File: src/rtl/trig_timer_pkg.sv
// Package: shared types and constants for the two-compare trigger timer.
// Assumes: consumers import it before declaring ports that use its types.
package trig_timer_pkg;

    // Idle (inactive) level of the strobe pin.
    localparam logic STROBE_IDLE = 1'b1;

    // Decoded compare hits for one cycle.
    typedef struct packed {
        logic lo;
        logic hi;
    } hit_t;

endpackage

File: src/rtl/trig_timer_shadow.sv
// Module: staging register pair for the two compare values.
// Holds the active compare values; copies the staged inputs only when
// load_i is high. Assumes load_i is asserted at wrap, when idle or on error.
module trig_timer_shadow #(
    parameter int CNT_W = 16
) (
    input  logic             clk,
    input  logic             rst_n,
    input  logic             load_i,
    input  logic [CNT_W-1:0] lo_i,
    input  logic [CNT_W-1:0] hi_i,
    output logic [CNT_W-1:0] lo_o,
    output logic [CNT_W-1:0] hi_o
);

    // Capture staged compare values on a permitted load cycle.
    always_ff @(posedge clk) begin
        if (!rst_n) begin
            lo_o <= '0;
            hi_o <= '0;
        end else if (load_i) begin
            lo_o <= lo_i;
            hi_o <= hi_i;
        end
    end

endmodule

File: src/rtl/trig_timer_count.sv
// Module: period counter.
// Counts up by one per cycle while run_i is high, clears on wrap_i and is
// held at zero while run_i is low. Assumes the wrap point never exceeds
// the counter range, so no overflow handling is needed.
module trig_timer_count #(
    parameter int CNT_W = 16
) (
    input  logic             clk,
    input  logic             rst_n,
    input  logic             run_i,
    input  logic             wrap_i,
    output logic [CNT_W-1:0] cnt_o
);

    localparam logic [CNT_W-1:0] ONE = CNT_W'(1);

    // Advance, clear on wrap, or hold at zero while stopped.
    always_ff @(posedge clk) begin
        if (!rst_n) begin
            cnt_o <= '0;
        end else if (!run_i || wrap_i) begin
            cnt_o <= '0;
        end else begin
            cnt_o <= cnt_o + ONE;
        end
    end

endmodule

File: src/rtl/trig_timer_match.sv
// Module: compare decoder.
// Flags equality of the count with each active compare value, qualified by
// run_i. Assumes lo < hi whenever run_i is high, so both hits never coincide.
module trig_timer_match #(
    parameter int CNT_W = 16
) (
    input  logic                  run_i,
    input  logic [CNT_W-1:0]      cnt_i,
    input  logic [CNT_W-1:0]      lo_i,
    input  logic [CNT_W-1:0]      hi_i,
    output trig_timer_pkg::hit_t  hit_o
);

    localparam int N_CMP = 2;

    logic [N_CMP-1:0] eq;
    logic [CNT_W-1:0] ref_val [N_CMP];

    assign ref_val[0] = lo_i;
    assign ref_val[1] = hi_i;

    // One equality comparator per compare channel.
    for (genvar g = 0; g < N_CMP; g++) begin : g_cmp
        assign eq[g] = run_i && (cnt_i == ref_val[g]);
    end

    // Pack the per-channel results into the hit record.
    always_comb begin
        hit_o.lo = eq[0];
        hit_o.hi = eq[1];
    end

endmodule

File: src/rtl/trig_timer_pin.sv
// Module: strobe pin register.
// Falls on a lower hit, rises on an upper hit, rests high while stopped.
// Assumes the hit record is qualified by run_i already.
module trig_timer_pin (
    input  logic                 clk,
    input  logic                 rst_n,
    input  logic                 run_i,
    input  trig_timer_pkg::hit_t hit_i,
    output logic                 pin_o
);

    import trig_timer_pkg::*;

    // Update the strobe level from the compare hits.
    always_ff @(posedge clk) begin
        if (!rst_n) begin
            pin_o <= STROBE_IDLE;
        end else if (!run_i || hit_i.hi) begin
            pin_o <= STROBE_IDLE;
        end else if (hit_i.lo) begin
            pin_o <= ~STROBE_IDLE;
        end
    end

endmodule

File: src/rtl/trig_timer.sv
// Module: two-compare periodic strobe and start trigger timer (top).
// Runs a counter from 0 to the upper compare value. The lower compare drops
// the strobe; the upper compare raises it, fires start and wraps the count.
// Assumes compare inputs are static long enough to be caught on a load cycle.
module trig_timer #(
    parameter int CNT_W = 16
) (
    input  logic             clk,
    input  logic             rst_n,
    input  logic             enable_i,
    input  logic [CNT_W-1:0] cmp_lo_i,
    input  logic [CNT_W-1:0] cmp_hi_i,
    output logic             strobe_o,
    output logic             start_o,
    output logic             hit_lo_o,
    output logic             hit_hi_o,
    output logic             cfg_err_o
);

    import trig_timer_pkg::*;

    logic [CNT_W-1:0] act_lo;
    logic [CNT_W-1:0] act_hi;
    logic [CNT_W-1:0] cnt;
    logic             bad_cfg;
    logic             run;
    logic             load;
    hit_t             hit;

    // Ordering check on the active compare pair.
    assign bad_cfg = (act_lo >= act_hi);
    assign run     = enable_i && !bad_cfg;
    assign load    = !run || hit.hi;

    trig_timer_shadow #(.CNT_W(CNT_W)) u_shadow (
        .clk    (clk),
        .rst_n  (rst_n),
        .load_i (load),
        .lo_i   (cmp_lo_i),
        .hi_i   (cmp_hi_i),
        .lo_o   (act_lo),
        .hi_o   (act_hi)
    );

    trig_timer_count #(.CNT_W(CNT_W)) u_count (
        .clk    (clk),
        .rst_n  (rst_n),
        .run_i  (run),
        .wrap_i (hit.hi),
        .cnt_o  (cnt)
    );

    trig_timer_match #(.CNT_W(CNT_W)) u_match (
        .run_i (run),
        .cnt_i (cnt),
        .lo_i  (act_lo),
        .hi_i  (act_hi),
        .hit_o (hit)
    );

    trig_timer_pin u_pin (
        .clk   (clk),
        .rst_n (rst_n),
        .run_i (run),
        .hit_i (hit),
        .pin_o (strobe_o)
    );

    // Drive event and status outputs.
    assign hit_lo_o  = hit.lo;
    assign hit_hi_o  = hit.hi;
    assign start_o   = hit.hi;
    assign cfg_err_o = enable_i && bad_cfg;

endmodule

File: config.mk
export PLATFORM = sky130hd
export DESIGN_NAME = trig_timer
export DESIGN_NICKNAME = d
export VERILOG_FILES = /design/src/rtl/trig_timer_pkg.sv /design/src/rtl/trig_timer_shadow.sv /design/src/rtl/trig_timer_count.sv /design/src/rtl/trig_timer_match.sv /design/src/rtl/trig_timer_pin.sv /design/src/rtl/trig_timer.sv
export SDC_FILE = /design/constraint.sdc
export NUM_CORES = 1
export LEC_CHECK = 0
export BUFFER_PORTS_ARGS = -buffer_cell sky130_fd_sc_hd__buf_2
export CAP_MARGIN = 20
export CORE_MARGIN = 1
export CORE_UTILIZATION = 30
export DETAILED_ROUTE_END_ITERATION = 10
export GPL_TIMING_DRIVEN = 0
export PLACE_DENSITY = 0.52
export SLEW_MARGIN = 20
export SYNTH_ARGS = -nofsm -noshare
export SYNTH_HDL_FRONTEND = slang
export SYNTH_HIERARCHICAL = 1
export SYNTH_SLANG_ARGS = --single-unit
File: constraint.sdc
create_clock -name clk -period 8.2 [get_ports clk]
set_input_delay 0.41 -clock clk [delete_from_list [all_inputs] [get_ports clk]]
set_output_delay 0.41 -clock clk [all_outputs]
set_load 0.01 [all_outputs]
==> flow_metrics.tcl, run 1 <==
set metrics [dict create \
    cts_buffer_depth 2 \
    maxCapViolations 0 \
    total_power_of_the_final_layout_w 0.0006134 \
    clock.fmax_mhz 285.8 \
    detail_route.drc_violations 0 \
    grt_antenna_before_repair 0 \
    viasPerCell 4.640 \
    dpl.hpwl_mm 4.917 \
    vias 2051 \
    globalRouteOverflowTotal 0 \
    multi_input_comb_area_sq_um 1620 \
    share_of_final_layout_standard_cells_stronger_than_drive_strength_1_pct 18.86 \
    core_area_sq_um 8848 \
    port_buffers 39 \
    start_util_pct 31.35 \
    timing.final.crit_share_pct 42.67 \
    slew_viol_final 0 \
    worstSetupEndpointType "output port" \
    grt_start_max_net_pins 15 \
    global_route.usage.total_pct 13.17 \
    placed_cells_incl_taps 434 \
    clock_tree_from_tritoncts "done" \
    first_pass_grt_wire_length_mm 9.936 \
    pin_count 40 \
    timing.final.hold_violations 0 \
    pin_slew_with_the_least_headroom_to_its_limit_ns 0.5812 \
    synth_sequential_area_ratio_pct 35.36 \
    min_path_cells 3 \
    pleak_nw 1.352 \
    timing.setup.tns_ns 0 \
    ff_latch_area_sq_um 980.9 \
    power_density_nw_per_um2 191.3 \
    hold_buffers 0 \
    hold_path.class "in -> reg" \
    synth_top_area_cell "dfxtp_1" \
    synth_area_per_cell_sq_um 9.665 \
    final_period_minus_worst_setup_slack_ns 3.499 \
    first_global_vias 2049 \
    fin_skew_ns 0.007676 \
    run_status "completed" \
    layout.cells.most_common "dfxtp_1" \
    ctsRootBufferMaster "clkbuf_8" \
    design.die.area_sq_um 9635 \
    drt_wl_total_mm 5.995 \
    floorplan.die.height_microns 98.16 \
    relSlewSlack_pct 60.25 \
    cts.clk_slew.worst_paths_ns 0.09 \
    n_fill_cell 925 \
    post_synth_num_cell_types 35 \
    final_net_count 385 \
    cts_resized 0 \
    ir_worst_vdd_v 0.00006412 \
    wl_per_cell_microns 13.56 \
    setup.worst_path.start_class "flip-flop" \
    insertion_delay_ns 0.30 \
    cts-htree-levels 2 \
    yosysWarnings 6 \
    clock_sink_count 49 \
    timing.critical_path.arrival_ns 3.09 \
    cts-buffers-inserted 5 \
    final-instance-count-excl-fill 442 \
    cts_setup_buffers 0 \
    netlist_area_pre_place_sq_um 2774 \
    floorplan.die.width_microns 98.16 \
    required_ns 7.79 \
    drt-initial-drc-count 59 \
    timing.reg2reg.worst_path_depth 11 \
    post-synth-top-area-fraction_pct 35.36 \
    floorplan.rows 34 \
    synth-seq-cells 49 \
    antenna_viol_nets_final 0 \
    antennaDiodeCount 0 \
    syn-num-nets 339 \
    post_route_hold_slack_ns 0.3612 \
    place.gp.congestion 0.7827 \
    critical_path_peak_fanout 5 \
    rsz0062_at_grt "no" \
    final_cell_mix "dfxtp_1 (49), buf_2 (39), xnor2_1 (33)" \
    area_delta_synth_final_pct 15.56 \
    setup_viol_count_final 0 \
    setup.worst_path.class "reg -> out" \
    post_synth_inst_count 287 \
    post_synth_main_area_contributors "dfxtp_1 (35%), mux2i_1 (12%), xnor2_1 (10%)" \
    firstDrtPassIters 6 \
]
## path summary, 6_finish.rpt
kind	from	end	slack, ns
worst max register to register	u_shadow/lo_o[0]	u_count/cnt_o[3]	4.73
worst max-delay path	u_shadow/lo_o[0]	start_o	4.70
worst min-delay path	cmp_lo_i[13]	u_shadow/lo_o[13]	0.36
worst min register to register	u_pin/pin_o	u_pin/pin_o	0.52
## routing by layer
layer / global-route usage, % / part of all wire, % / up-vias
met3: 2.720 / 2.9 / 5
met2: 23.62 / 49 / 25
met4: 3.789 / 1.0 / 0
met1: 15.81 / 47 / 948
met5: 0 / 0 / -
li1: - / - / 1073
## Yosys cell counts (all sizes together)
library cell	instances
ha	17
nand3b	1
nor2	16
nand2	8
a21oi	8
nor2b	32
clkbuf	4
mux2i	32
xor2	10
or3	3
a31o	1
a31oi	1
a2111oi	1
a311o	1
dfxtp	49
inv	21
nor4	7
or2b	1
xnor2	33
nor3	5
and4	1
nand2b	2
nand3	8
o41a	1
o21ai	4
buf	5
nand4b	1
nand4	14
## registers in the layout, summed over array words and instances, names as in the netlist
register	count
u_shadow/hi_o	16
u_count/cnt_o	16
u_pin/pin_o	1
u_shadow/lo_o	16
## through the flow
stage | cell area, sq um | worst slack [ns] | util, %
after floorplan | 2774 | 5.368 | -
after global placement | 3104 | 4.694 | 35.08
after detailed placement | 3104 | 4.710 | 35.08
after CTS | 3206 | 4.677 | 36.23
after global routing | 3206 | 4.374 | 36.23
final | 3206 | 4.701 | 36.23
## worst max-delay path, stage by stage (launching register included)
cell	delay, ns
dfxtp_1	0.40
inv_1	0.06
ha_1	0.28
nand2b_1	0.14
a2111oi_0	0.58
o41a_1	0.28
and4_1	0.29
nand2_1	0.08
nor4_2	0.38
buf_4	0.19
buf_2	0.11
## final cells by class
cell class | count | share of cell area (%)
Timing Repair Buffer | 39 | 6.089
Clock buffer | 7 | 3.005
Multi-Input combinational cell | 208 | 50.55
Buffer | 9 | 2.927
Clock inverter | 1 | 0.1561
Inverter | 21 | 2.459
Sequential cell | 49 | 30.60
Tap cell | 108 | 4.215
## report_power, final
group / switching (W) / total [W] / internal, W / leakage [nW]
clock network: 0.0000787 / 0.000155 / 0.0000763 / 0.0542
registers: 0.0000249 / 0.000284 / 0.000259 / 0.403
logic: 0.0000818 / 0.000175 / 0.0000929 / 0.895
total: 0.000185 / 0.000613 / 0.000428 / 1.35
## cell families after synthesis
group	after synthesis	synth area share, %
AOI/OAI and AO/OA	17	3.789
xor gates and xnor gates	43	13.58
adders and majority gates	17	7.668
buffers and inverters	30	6.225
DFF	49	35.36
muxes	32	11.55
and+or+nand+nor	99	21.83
Note: power is estimated with default switching activity, not from simulation.
==> run 2: changes to the inputs <==
--- a/config.mk
+++ b/config.mk
@@ -11,7 +11,7 @@
 export CORE_UTILIZATION = 30
 export DETAILED_ROUTE_END_ITERATION = 10
 export GPL_TIMING_DRIVEN = 0
-export PLACE_DENSITY = 0.52
+export PLACE_DENSITY = 0.54
 export SLEW_MARGIN = 20
 export SYNTH_ARGS = -nofsm -noshare
 export SYNTH_HDL_FRONTEND = slang
==> constraint.sdc (replaced) <==
create_clock -name clk -period 2.93 [get_ports clk]
set_input_delay 0.1465 -clock clk [delete_from_list [all_inputs] [get_ports clk]]
set_output_delay 0.1465 -clock clk [all_outputs]
set_load 0.01 [all_outputs]
==> run 2 against run 1 <==
The flow now finishes with violations (design-rule violations). Sequential share of layout area down 0.63 points. Die area unchanged. Critical path depth up 4. Worst hold slack worse by 0.26 ns. Highest routed layer unchanged.
==> flow_metrics.tcl, run 2 (synthesis gave the netlist of run 1 again) <==
set metrics [dict create \
    setup.worst_path.start_class "flip-flop" \
    setup.worst_path.class "reg -> reg" \
    floorplan.die.height_microns 98.16 \
    viasPerCell 4.732 \
    final_cell_mix "dfxtp_1 (47), buf_2 (39), xnor2_1 (33)" \
    maxCapViolations 0 \
    failing_checks "design-rule violations" \
    share_of_final_layout_standard_cells_stronger_than_drive_strength_1_pct 21.83 \
    final_period_minus_worst_setup_slack_ns 2.729 \
    slew_viol_final 0 \
    area_delta_synth_final_pct 18.58 \
    grt_antenna_before_repair 0 \
    firstDrtPassIters 7 \
    drt-initial-drc-count 75 \
    antenna_viol_nets_final 0 \
    critical_path_top_delay_cell "dfxtp_4" \
    timing.critical_path.slowest_cell_delay_ns 0.38 \
    cts_buffer_depth 2 \
    first_pass_grt_wire_length_mm 10.34 \
    critical_path.reg2reg.startpoint "u_shadow/lo_o[0]" \
    rsz0062_at_grt "no" \
    vias 2115 \
    worst_r2r_endpoint "u_shadow/hi_o[8]" \
    timing.critical_path.arrival_ns 2.92 \
    cts-buffers-inserted 5 \
    hold-path-endpoint "u_shadow/lo_o[14]" \
    hold_path.startpoint "cmp_lo_i[14]" \
    detailed_place.area_sq_um 3104 \
    floorplan.die.width_microns 98.16 \
    top_regs "u_count/cnt_o: 16 flops, u_shadow/hi_o: 16 flops, u_shadow/lo_o: 16 flops" \
    ir_worst_vdd_v 0.0002911 \
    clock_tree_from_tritoncts "done" \
    multi_input_comb_area_sq_um 1662 \
    cts-htree-levels 2 \
    final_area_sq_um 3289 \
    worstSetupEndpointType "flip-flop" \
    antennaDiodeCount 0 \
    core_area_sq_um 8848 \
    wl_per_cell_microns 14.34 \
    n_fill_cell 932 \
    final_net_count 390 \
    hold_path.class "in -> reg" \
    power_density_nw_per_um2 531.1 \
    gr-usage-met1_pct 19.50 \
    gr-max-usage-layer "met2" \
    floorplan.rows 34 \
    drt_wl_total_mm 6.410 \
    start_util_pct 31.35 \
    required_ns 3.12 \
    first_global_vias 2009 \
    timing.reg2reg.worst_path_depth 14 \
    relSlewSlack_pct 71.49 \
    globalRouteOverflowTotal 0 \
    ff_latch_area_sq_um 985.9 \
    cts.clk_slew.worst_paths_ns 0.10 \
    globalRouteMet2Util_pct 21.40 \
    grt_start_max_net_pins 15 \
    timing.final.crit_share_pct 93.13 \
    pin_count 40 \
    grtUsageMet3_pct 2.863 \
    design.die.area_sq_um 9635 \
    critical_path_peak_fanout 5 \
    global_route.usage.total_pct 13.76 \
    ctsRootBufferMaster "clkbuf_8" \
    path_buf_inv 3 \
    timing.final.hold_violations 0 \
    port_buffers 39 \
    timing.critical_path.max_delay_family "simple AND/OR/NAND/NOR gates" \
    place.gp.congestion 0.7953 \
    pleak_nw 1.390 \
    min_path_cells 3 \
    pin_slew_with_the_least_headroom_to_its_limit_ns 0.4276 \
    clock_sink_count 49 \
    insertion_delay_ns 0.30 \
    dpl.hpwl_mm 5.002 \
    fin_skew_ns 0.01177 \
    setup_viol_count_final 0 \
    detail_route.drc_violations 7 \
    regToRegSetupSlack_ns 0.20 \
    run_status "finished with violations" \
    worstPathCellList "inv_1 > ha_1 > nand2b_4 > a2111oi_4 > o41a_1 > and4_4 > nand2_1 > nor4_4 > nor2_1 > nand4_1 > buf_6 > clkbuf_16 > mux2i_1 > nor2b_1" \
    layout.cells.most_common "dfxtp_1" \
    post_route_hold_slack_ns 0.09808 \
    worst-path-stages 14 \
    clock.fmax_mhz 366.5 \
]
run 2: worst reg2reg max path, stage by stage, from the launching register on:
cell       delay [ns]
dfxtp_4          0.38
inv_1            0.05
ha_1             0.28
nand2b_4         0.15
a2111oi_4        0.30
o41a_1           0.22
and4_4           0.24
nand2_1          0.09
nor4_4           0.17
nor2_1           0.07
nand4_1          0.11
buf_6            0.16
clkbuf_16        0.17
mux2i_1          0.18
nor2b_1          0.06
run 2: worst max-delay path by stage:
stage	startpoint	to	slack [ns]
floorplan	u_shadow/lo_o[0]	u_shadow/hi_o[0]	0.1
global placement	u_shadow/lo_o[0]	u_count/cnt_o[3]	-0.51
detailed placement	u_shadow/lo_o[0]	u_count/cnt_o[11]	-0.53
CTS	u_shadow/lo_o[0]	u_shadow/hi_o[1]	0.02
global route	u_shadow/hi_o[7]	u_shadow/lo_o[13]	0.003
finish	u_shadow/lo_o[0]	u_shadow/hi_o[8]	0.20
run 2: cell type report:
class | instances | area share (%)
Clock buffer | 6 | 2.206
Multi-Input combinational cell | 208 | 50.51
Tap cell | 108 | 4.108
Buffer | 9 | 2.891
Timing Repair Buffer | 44 | 7.607
Inverter | 21 | 2.396
Sequential cell | 49 | 29.97
Clock inverter | 2 | 0.3043
run 2: through the flow:
step	TNS [ns]	power, W	cells	setup slack (ns)	utilization [%]
3_5_place_dp	-18.19	0.001307	434	-0.5290	35.08
3_3_place_gp	-17.23	0.001295	434	-0.5124	35.08
5_1_grt	0	0.001860	447	0.003031	37.17
6_report	0	0.001747	447	0.2014	37.17
2_1_floorplan	0	0.001179	287	0.09846	-
4_1_cts	0	0.001723	444	0.01799	36.55
run 2: where the power goes:
group	switching (W)	internal [W]
Sequential	0.0000715	0.000725
Combinational	0.000257	0.000302
Clock	0.000225	0.000166
run 2: repair_timing:
| item | 4_1_cts | 5_1_grt |
|---|---|---|
| endpoints found under the setup margin | 51 | 42 |
| pin swaps | 2 | 4 |
| resized for setup | 8 | 4 |
| gates cloned | 0 | 1 |
| hold buffers | 0 | 0 |
| setup buffers | 2 | 2 |
run 2: layer usage:
| metal | share of wire (%) | wire (microns) | up-vias |
|---|---|---|---|
| li1 | - | - | 1087 |
| met1 | 52 | 3311 | 981 |
| met2 | 43 | 2748 | 45 |
| met3 | 4.9 | 313 | 2 |
| met4 | 0.56 | 36 | 0 |
| met5 | 0 | 0 | - |
==> run 3: changes to the inputs <==
--- a/config.mk
+++ b/config.mk
@@ -12,6 +12,7 @@
 export DETAILED_ROUTE_END_ITERATION = 10
 export GPL_TIMING_DRIVEN = 0
 export PLACE_DENSITY = 0.54
+export RECOVER_POWER = 100
 export SLEW_MARGIN = 20
 export SYNTH_ARGS = -nofsm -noshare
 export SYNTH_HDL_FRONTEND = slang
==> run 3 against run 2 <==
The flow still finishes with violations (design-rule violations). Sequential power about the same. Global-route usage unchanged. Clock power about the same. Cell count unchanged. Power about the same. First-iteration DRC count up 19%. Cell area down 0.30%. Wire length up 0.17%. Die area unchanged. Maximum frequency down 0.62%. Register-to-register slack about the same.
==> flow_metrics.tcl, run 3 (synthesis gave the netlist of run 1 again) <==
set metrics [dict create \
    cts-buffers-inserted 5 \
    clock_tree_from_tritoncts "done" \
    setup_viol_count_final 0 \
    core_area_sq_um 8848 \
    timing.final.crit_share_pct 93.71 \
    rsz0062_at_grt "no" \
    wl_per_cell_microns 14.36 \
    timing.final.hold_violations 0 \
    total_power_of_the_final_layout_w 0.001747 \
    dpl.hpwl_mm 5.002 \
    first_pass_grt_wire_length_mm 10.34 \
    viasPerCell 4.732 \
    timing.critical_path.arrival_ns 2.60 \
    run_status "finished with violations" \
    min_path_cells 3 \
    hold_buffers 0 \
    hold_path.class "in -> reg" \
    clock.fmax_mhz 364.2 \
    floorplan.die.height_microns 98.16 \
    multi_input_comb_area_sq_um 1662 \
    worst_r2r_endpoint "u_shadow/hi_o[8]" \
    hold_path.startpoint "cmp_lo_i[14]" \
    n_fill_cell 936 \
    cts-htree-levels 2 \
    final_cell_mix "dfxtp_1 (47), buf_2 (36), xnor2_1 (33)" \
    pleak_nw 1.376 \
    final_period_minus_worst_setup_slack_ns 2.746 \
    design.die.area_sq_um 9635 \
    globalRouteOverflowTotal 0 \
    grt_antenna_before_repair 0 \
    critical_path_peak_fanout 4 \
    global_route.usage.total_pct 13.76 \
    hold-path-endpoint "u_shadow/lo_o[14]" \
    required_ns 2.78 \
    timing.reg2reg.worst_path_depth 14 \
    place.gp.congestion 0.7953 \
    vias 2115 \
    top_regs "u_count/cnt_o: 16 flops, u_shadow/hi_o: 16 flops, u_shadow/lo_o: 16 flops" \
    crit_path_start "u_shadow/lo_o[0]" \
    cts.clk_slew.worst_paths_ns 0.10 \
    worstSetupEndpointType "output port" \
    clock_sink_count 49 \
    relSlewSlack_pct 71.49 \
    firstDrtPassIters 7 \
    cts_buffer_depth 2 \
    drt_wl_total_mm 6.421 \
    start_util_pct 31.35 \
    share_of_final_layout_standard_cells_stronger_than_drive_strength_1_pct 20.65 \
    antennaDiodeCount 0 \
    grt_start_max_net_pins 15 \
    setup.worst_path.class "reg -> out" \
    drt-initial-drc-count 89 \
    port_buffers 39 \
    pin_slew_with_the_least_headroom_to_its_limit_ns 0.4277 \
    antenna_viol_nets_final 0 \
    layout.cells.most_common "dfxtp_1" \
    insertion_delay_ns 0.30 \
    fin_skew_ns 0.01171 \
    maxCapViolations 0 \
    area_delta_synth_final_pct 18.22 \
    slew_viol_final 0 \
    power_density_nw_per_um2 532.6 \
    critical_path.reg2reg.startpoint "u_shadow/lo_o[0]" \
    pin_count 40 \
    detail_route.drc_violations 7 \
    first_global_vias 2009 \
    ctsRootBufferMaster "clkbuf_8" \
    ff_latch_area_sq_um 983.4 \
    floorplan.rows 34 \
    regToRegSetupSlack_ns 0.19 \
    final_net_count 390 \
    ir_worst_vdd_v 0.0002912 \
    post_route_hold_slack_ns 0.09804 \
    setup.worst_path.start_class "flip-flop" \
    failing_checks "design-rule violations" \
    floorplan.die.width_microns 98.16 \
]
-- run 3: area by class of cell --
class,instances,area share [%]
Multi-Input combinational cell,208,50.67
Timing Repair Buffer,44,7.402
Inverter,21,2.404
Clock inverter,2,0.3052
Buffer,9,2.900
Clock buffer,6,2.213
Tap cell,108,4.121
Sequential cell,49,29.99
-- run 3: power by group --
| group | internal, W | switching, W | total (W) |
|---|---|---|---|
| registers | 0.000725 | 0.0000716 | 0.000796 |
| clock network | 0.000166 | 0.000226 | 0.000392 |
| logic | 0.000301 | 0.000258 | 0.000558 |
-- run 3: how the worst max path moves through the flow --
stage	cells after the start	slack [ns]	endpoint
global route	14	0.004	u_shadow/lo_o[13]
detailed placement	11	-0.53	u_count/cnt_o[11]
finish	11	0.18	start_o
global placement	11	-0.51	u_count/cnt_o[3]
floorplan	14	0.1	u_shadow/hi_o[0]
CTS	14	0.02	u_shadow/hi_o[1]
-- run 3: repair_timing --
action / CTS / global route
buffers inserted: 2 / 2
hold endpoints to repair: 0 / 0
pin swaps: 2 / 4
endpoints found under the setup margin: 51 / 42
resized for setup: 8 / 4
gates cloned: 0 / 1
-- run 3: through the flow --
step	setup TNS [ns]	setup slack [ns]	instance area, sq um	std cells	utilization (%)
after floorplan	0	0.09846	2774	287	-
after global placement	-17.23	-0.5124	3104	434	35.08
after detailed placement	-18.19	-0.5290	3104	434	35.08
after CTS	0	0.01799	3234	444	36.55
after global routing	0	0.003841	3279	447	37.06
final	0	0.1844	3279	447	37.06
-- run 3: per-layer routing --
metal / global-route usage [%] / routed length, microns / vias up
li1: - / - / 1087
met1: 19.50 / 3357 / 986
met2: 21.40 / 2747 / 40
met3: 2.863 / 279 / 2
met4: 3.100 / 36 / 0
met5: 0 / 0 / -
-- run 3: worst max-delay path, cell delays in order, from the launching register on --
cell,delay (ns)
dfxtp_2,0.38
inv_1,0.05
ha_1,0.28
nand2b_4,0.15
a2111oi_4,0.30
o41a_1,0.22
and4_4,0.24
nand2_1,0.08
nor4_4,0.17
clkbuf_1,0.18
buf_4,0.12
buf_2,0.11
